<file path="config.mk">
export PLATFORM = sky130hd
export DESIGN_NAME = burst_colgen
export DESIGN_NICKNAME = d
export VERILOG_FILES = /design/src/rtl/burst_pkg.sv /design/src/rtl/burst_beat_ctr.sv /design/src/rtl/burst_addr_map.sv /design/src/rtl/burst_colgen.sv
export SDC_FILE = /design/constraint.sdc
export NUM_CORES = 1
export LEC_CHECK = 0
export BUFFER_PORTS_ARGS = -buffer_cell sky130_fd_sc_hd__buf_2
export CORE_AREA = 5 5 49 51
export DETAILED_ROUTE_END_ITERATION = 10
export DIE_AREA = 0 0 54 56
export GPL_ROUTABILITY_DRIVEN = 0
export PLACE_DENSITY_LB_ADDON = 0.15
export SYNTH_ARGS = -nofsm -noshare
export SYNTH_HDL_FRONTEND = slang
export SYNTH_HIERARCHICAL = 1
export SYNTH_SLANG_ARGS = --single-unit
</file>
<file path="constraint.sdc">
create_clock -name clk -period 2.2 [get_ports clk]
set_clock_uncertainty 0.05 [all_clocks]
set_input_delay 0.22 -clock clk [delete_from_list [all_inputs] [get_ports clk]]
set_output_delay 0.22 -clock clk [all_outputs]
set_load 0.005 [all_outputs]
</file>
<file path="src/rtl/burst_pkg.sv">
package burst_pkg;

  localparam int BEAT_W = 3;

  typedef enum logic {
    ORD_WRAP = 1'b0,
    ORD_XOR  = 1'b1
  } order_e;

  // Mask over the low column bits that a burst of the given length may touch.
  function automatic logic [BEAT_W-1:0] beat_mask(input logic [1:0] code);
    logic [3:0] span;
    span = (4'd1 << code) - 4'd1;
    return span[BEAT_W-1:0];
  endfunction

endpackage

</file>
<file path="src/rtl/burst_beat_ctr.sv">
module burst_beat_ctr
  import burst_pkg::*;
#(
  parameter int COL_W = 8
) (
  input  logic              clk,
  input  logic              rst_n,
  input  logic              start,
  input  logic              stop,
  input  logic [COL_W-1:0]  start_col,
  input  logic [1:0]        code_in,
  input  logic              order_in,
  output logic [COL_W-1:0]  base_q,
  output logic [BEAT_W-1:0] beat_q,
  output logic [1:0]        code_q,
  output order_e            order_q,
  output logic              active_q,
  output logic              last
);

  logic [BEAT_W-1:0] mask;

  assign mask = beat_mask(code_q);
  assign last = active_q && (beat_q == mask);

  always_ff @(posedge clk or negedge rst_n) begin
    if (!rst_n) begin
      active_q <= 1'b0;
      beat_q   <= '0;
      base_q   <= '0;
      code_q   <= 2'd0;
      order_q  <= ORD_WRAP;
    end else if (start) begin
      active_q <= 1'b1;
      beat_q   <= '0;
      base_q   <= start_col;
      code_q   <= code_in;
      order_q  <= order_e'(order_in);
    end else if (stop) begin
      active_q <= 1'b0;
    end else if (active_q) begin
      if (last) active_q <= 1'b0;
      else      beat_q   <= beat_q + 1'b1;
    end
  end

  AST_STOP_ENDS: assert property (@(posedge clk) disable iff (!rst_n)
    (stop && !start) |=> !active_q);

  AST_DROP_AFTER_LAST: assert property (@(posedge clk) disable iff (!rst_n)
    (last && !start) |=> !active_q);

endmodule

</file>
<file path="src/rtl/burst_addr_map.sv">
module burst_addr_map
  import burst_pkg::*;
#(
  parameter int COL_W = 8
) (
  input  logic [COL_W-1:0]  base,
  input  logic [BEAT_W-1:0] beat,
  input  logic [1:0]        code,
  input  order_e            order,
  output logic [COL_W-1:0]  col
);

  localparam int HI_W = COL_W - BEAT_W;

  logic [BEAT_W-1:0] mask;
  logic [BEAT_W-1:0] lo;
  logic [BEAT_W-1:0] wrap_lo;
  logic [BEAT_W-1:0] xor_lo;
  logic [BEAT_W-1:0] sum;

  assign mask    = beat_mask(code);
  assign lo      = base[BEAT_W-1:0];
  assign sum     = lo + beat;
  assign wrap_lo = (lo & ~mask) | (sum & mask);
  assign xor_lo  = lo ^ (beat & mask);

  generate
    if (HI_W > 0) begin : g_hi
      assign col = {base[COL_W-1:BEAT_W], (order == ORD_XOR) ? xor_lo : wrap_lo};
    end else begin : g_lo_only
      assign col = (order == ORD_XOR) ? xor_lo : wrap_lo;
    end
  endgenerate

endmodule

</file>
<file path="src/rtl/burst_colgen.sv">
module burst_colgen
  import burst_pkg::*;
#(
  parameter int COL_W = 8
) (
  input  logic             clk,
  input  logic             rst_n,
  input  logic             start,
  input  logic [COL_W-1:0] start_col,
  input  logic [1:0]       len_code,
  input  logic             order_xor,
  input  logic             stop,
  output logic [COL_W-1:0] col_out,
  output logic             col_valid,
  output logic             col_last
);

  logic [COL_W-1:0]  base_q;
  logic [BEAT_W-1:0] beat_q;
  logic [1:0]        code_q;
  order_e            order_q;
  logic              active_q;
  logic              last;

  burst_beat_ctr #(.COL_W(COL_W)) u_ctr (
    .clk       (clk),
    .rst_n     (rst_n),
    .start     (start),
    .stop      (stop),
    .start_col (start_col),
    .code_in   (len_code),
    .order_in  (order_xor),
    .base_q    (base_q),
    .beat_q    (beat_q),
    .code_q    (code_q),
    .order_q   (order_q),
    .active_q  (active_q),
    .last      (last)
  );

  burst_addr_map #(.COL_W(COL_W)) u_map (
    .base  (base_q),
    .beat  (beat_q),
    .code  (code_q),
    .order (order_q),
    .col   (col_out)
  );

  assign col_valid = active_q;
  assign col_last  = last;

  AST_LAST_IN_BURST: assert property (@(posedge clk) disable iff (!rst_n)
    col_last |-> col_valid);

  AST_START_LOADS: assert property (@(posedge clk) disable iff (!rst_n)
    start |=> (col_valid && col_out == $past(start_col)));

  AST_UPPER_FIXED: assert property (@(posedge clk) disable iff (!rst_n)
    (col_valid && !col_last && !start && !stop) |=>
      (col_out[COL_W-1:BEAT_W] == $past(col_out[COL_W-1:BEAT_W])));

  AST_LSB_TOGGLES: assert property (@(posedge clk) disable iff (!rst_n)
    (col_valid && !col_last && !start && !stop) |=>
      (col_valid && col_out[0] != $past(col_out[0])));

endmodule

</file>
## Yosys cells after proc, flatten, opt, wreduce, memory -nomap -nowiden

Cells that the tools add are included.

- Add/subtract/negate cells: 3
- Eq/ne operators: 3
- Shift-type cells: 1
- Muxes and demuxes: 9
- Bitwise operators: 6
- Reduce and logical (&&, ||, !) cells: 3

Operators by type and width:

| kind | number |
|---|---|
| 3-bit 2-to-1 mux | 5 |
| 3-bit AND | 3 |
| 1-bit 2-to-1 mux | 4 |
| 2-bit != test, second input constant | 2 |
| 3-bit by 1-bit adder with 3-bit output, second input constant | 1 |
| 3-bit adder | 1 |
| 3-bit equality test | 1 |
| 3-bit NOT | 1 |
| 3-bit OR | 1 |
| 3-bit AND reduction | 1 |
| 1-bit by 2-bit left shift with 3-bit output, first input constant | 1 |
| 3-bit by 1-bit subtractor with 3-bit output, second input constant | 1 |
| 3-bit bitwise XOR | 1 |
| 2-bit nonzero test | 1 |
| 1-bit logical AND | 1 |

- Bits in registers: 15
- Output and inout bits: 10
- Word-level logic and storage cells: 30

## Longest topological paths before layout

- Depth in word-level cells: 8
- Mapped depth: 5
- Depth with buffers taken out: 5

## Hierarchy

The synthesis kept the hierarchy.

Modules (own cells, without submodules):

| module | instances | cells each | area each (um2) | sequential area each (um2) |
|---|---|---|---|---|
| burst_beat_ctr | 1 | 49 | 699.4 | 375.4 |
| burst_addr_map | 1 | 26 | 192.7 | 0.0 |

## Worst setup path after synthesis

OpenSTA, ideal clock, no wires.

- Kind: flip-flop to output port
- From: register u_ctr.beat_q[0]
- To: output port col_out[2]
- Arrival: 1,539 ps
- Slack: 391 ps
- Stages on the path, launching flop included: 6
- Cell sequence: dfrtp_1 ha_1 fa_1 and4b_1 a221oi_1 o211ai_1

- Word-level cells in the longest chain between the ends: 4

Ends and longest elaborated chain:

| what | line | RTL |
|---|---|---|
| start: declaration | burst_beat_ctr.sv:14 | `output logic [BEAT_W-1:0] beat_q,` |
| start signal: assignment | burst_beat_ctr.sv:43 | `else beat_q <= beat_q + 1'b1;` |
| 3-bit adder | burst_addr_map.sv:23 | `assign sum = lo + beat;` |
| 3-bit AND | burst_addr_map.sv:24 | `assign wrap_lo = (lo & ~mask) \| (sum & mask);` |
| 3-bit OR | burst_addr_map.sv:24 |  |
| 3-bit 2-to-1 mux | burst_addr_map.sv:29 | `assign col = {base[COL_W-1:BEAT_W], (order == ORD_XOR) ? xor_lo : wrap_lo};` |
| end: declaration | burst_colgen.sv:13 | `output logic [COL_W-1:0] col_out,` |

Every way passes these cells.

## Final worst setup path

- From: register u_ctr.base_q[0]
- To: output port col_out[2]

- Word-level cells in the longest chain between the ends: 4

Ends and longest elaborated chain:

| what | line | RTL |
|---|---|---|
| start: declaration | burst_beat_ctr.sv:13 | `output logic [COL_W-1:0] base_q,` |
| start signal: assignment | burst_beat_ctr.sv:36 | `base_q <= start_col;` |
| 3-bit adder | burst_addr_map.sv:23 |  |
| 3-bit AND | burst_addr_map.sv:24 |  |
| 3-bit OR | burst_addr_map.sv:24 |  |
| 3-bit 2-to-1 mux | burst_addr_map.sv:29 |  |

Every way passes these cells.

==> out/results.txt <==
WHS Endpoint: u_ctr/base_q[5]$_DFFE_PN0P_
Register Area: 375 µm²
Gr ovfl total: 0
WP data arrival: 1.83 ns
DR vias: 635
Fillers: 177
Hold Startpoint: start_col[5]
Die height: 56 µm
Nets@finish: 119
Register area share after synthesis: 42.1%
Cell count after synthesis: 75
Drt via density: 5.00
DP HPWL: 1.21 mm
Met2 routed WL: 743 µm
Worst path top cell family by delay: adder cells
Simple-gate share of the synthesized area: 20.3%
Net Sw Power: 0.180 mW
Met1 wire length: 777 µm
Leakage: 0.476 nW
Placed inst area: 1010 µm²
Mean Syn Cell Area: 11.9 µm²
Max layer used: met4
CP Max Fanout: 2
Drt pass-1 iters: 5
Post-synthesis adder-cell area fraction: 5.05%
Layout area overhead: 19.9%
Total of max-cap violations: 0
Post-layout min period: 2.10 ns
Die ar.: 3020 µm²
Slowest-stage cell, CP: dfrtp_1
Tot Pwr: 0.639 mW
Share of cells above drive strength 1: 48.0%
Num ports: 25
Commonest non-fill, non-tap cell in the layout: buf_2
HP Class: in2reg
Worst path cell trace: ha_2 -> fa_2 -> and4b_1 -> a221oi_2 -> o211ai_1 -> buf_2
Outcome: finished clean
Cell area after layout: 1070 µm²
Main combinational cell family by area after synthesis: simple AND/OR/NAND/NOR gates
Largest net degree at the start of global routing: 19
Seq cells post-synth: 15
Final setup margin: 0.0979 ns
Die W: 54 µm
Worst-Margin Slew: 0.342 ns
Final core utilization: 56.3%
CP max stage delay: 0.40 ns
Switching Fraction: 28.1%
CTS root buffer: clkbuf_4
Fmax: 476 MHz
Clock transition at the registers of the reported paths: 0.09 ns
Ys Warns: 6
Diode count: 0
DRT iter0 DRCs: 12
# port buffers: 24
Syn_nets: 93
Setup violations, final: 0
Multi-input logic area: 482 µm²
Slew Limit Headroom: 77.0%
Max Slew Vio Count: 0
Clock power share: 24.1%
Initial Utilization: 46.9%
Non-filler cells, final: 127
Unique masters post-synth: 33
Final Hold Viols: 0
RSZ-0062 raised after global routing: false
Worst path required time: 1.93 ns
Met3 routed WL: 87 µm
GRT Util Overall: 12.6%
Total core area: 1900 µm²
FP Rows: 16
Post-synthesis compound-gate area fraction: 7.99%
Worst hold stages: 2
Routed Antenna Nets: 0
TritonCTS clock tree: done
Worst reg2reg path endpoint: u_ctr/beat_q[0]$_DFFE_PN0P_
Final Cycle Share: 95.6%
Most frequent cells in the layout: buf_2, dfrtp_1, mux2_2
Pwr dens: 598 nW/µm²
Xor/xnor cell area share of the yosys netlist: 0.982%
Worst slack, placed: 0.251 ns
Clock sinks: 15
Reg power frac: 51.0%
Gate power share: 24.9%
DR DRC count: 0
Reg2Reg Setup Slack: 0.47 ns
Routed WL per cell: 12.8 µm
Initial antenna violation count: 0
R2R cell count: 4
Fin Hold WS: 0.102 ns
Buffer and inverter count on the worst path: 1
Reg2reg start: u_ctr/beat_q[1]$_DFFE_PN0P_
Vias in the first global route: 631
Global-route wire length before repair: 2.85 mm
Pint: 0.459 mW
Kind of critical path: reg2out
Startpoint Class: flip-flop
VDD IR max: 0.400 mV
Final wirelength: 1.62 mm
Total negative slack: 0 ns
Mapped cell area: 892 µm²
Nature of the critical path endpoint: output port
Mux cell area share after synthesis: 18.4%
H-tree level count: 1
CTS Buf Count: 3
Placed insts: 121
CTS max path bufs: 2
Worst-Skew Late Latency: 0.28 ns
-- final cells by class --
type / instances / area share [%]
multi-input combinational: 53 / 45.0
sequential: 15 / 35.1
timing repair buffer: 28 / 14.3
tap: 27 / 3.16
clock buffer: 4 / 2.46
-- power groups by stage --
stage          combinational [mW]  sequential [mW]  clock (mW)
2_1_floorplan               0.101            0.332           0
3_3_place_gp                0.149            0.330           0
3_5_place_dp                0.153            0.333           0
4_1_cts                     0.159            0.326       0.161
5_1_grt                     0.177            0.332       0.176
6_report                    0.159            0.326       0.154
-- cells in the mapped netlist --
cell | n | share of area (%)
or2_1 | 1 | 0.70
o211ai_1 | 2 | 1.7
xor2_1 | 1 | 0.98
and2b_2 | 1 | 0.98
o21ai_0 | 2 | 1.1
buf_2 | 1 | 0.56
buf_4 | 5 | 4.2
ha_1 | 2 | 2.8
or4_1 | 1 | 0.84
nand3b_1 | 2 | 1.7
nand2_1 | 1 | 0.42
nand2b_1 | 4 | 2.8
fa_1 | 1 | 2.2
nor3_1 | 2 | 1.1
dfrtp_1 | 15 | 42
mux2_1 | 5 | 6.3
nor4b_4 | 1 | 2.7
mux2_2 | 6 | 7.6
clkbuf_1 | 1 | 0.42
mux2i_1 | 1 | 1.1
or3_4 | 1 | 1.3
a211oi_1 | 1 | 0.84
and4b_1 | 1 | 1.1
a221oi_1 | 1 | 0.98
nor2b_1 | 2 | 1.4
mux2_4 | 2 | 3.4
nand3_1 | 2 | 1.1
a21oi_1 | 2 | 1.1
nor3_2 | 2 | 2.2
o21a_1 | 1 | 0.84
nor2_1 | 3 | 1.3
o22ai_2 | 1 | 1.4
nand2_2 | 1 | 0.70
-- state kept, by name, indices dropped and copies added (netlist names) --
signal,cells
u_ctr/active_q,1
u_ctr/base_q,8
u_ctr/beat_q,3
u_ctr/code_q,2
u_ctr/order_q,1
-- worst max-delay path by stage --
stage,from,endpoint,cells after the start
2_1_floorplan,u_ctr/beat_q[0]$_DFFE_PN0P_,col_out[2],5
3_3_place_gp,u_ctr/base_q[0]$_DFFE_PN0P_,col_out[2],6
3_5_place_dp,u_ctr/base_q[0]$_DFFE_PN0P_,col_out[2],6
4_1_cts,u_ctr/base_q[0]$_DFFE_PN0P_,col_out[2],6
5_1_grt,u_ctr/base_q[0]$_DFFE_PN0P_,col_out[2],6
6_report,u_ctr/base_q[0]$_DFFE_PN0P_,col_out[2],6
-- routing by layer --
layer  GRT usage, %  vias to the layer above
met1           17.3                      302
li1               -                      318
met3           3.49                        2
met5              0                        -
met2           18.2                       13
met4           5.34                        0
-- worst reg2reg max path, cell delays in order (launching register included) --
cell and delay, ns:
dfrtp_1 0.47, or3_4 0.41, o22ai_2 0.29, nor4b_4 0.10
mux2_4 0.31
-- repair_timing --
action                                  in CTS  in global routing
pin swaps                                    0                  0
resized for setup                            1                  2
hold endpoints to repair                    15                  0
endpoints found under the setup margin       1                  1
hold buffers                                 1                  0
setup buffers                                1                  0
-- cell families (layout without fill, tap and decap cells) --
logic type	count (synthesis)	in the layout
AND/OR/NAND/NOR	25	25
XOR/XNOR	1	1
AO/OA/AOI/OAI	10	10
flip-flops	15	15
buffers and inverters	7	32
adder cells (fa/ha/maj)	3	3
multiplexers	14	14
No activity file was read; power rests on OpenSTA's default activity.
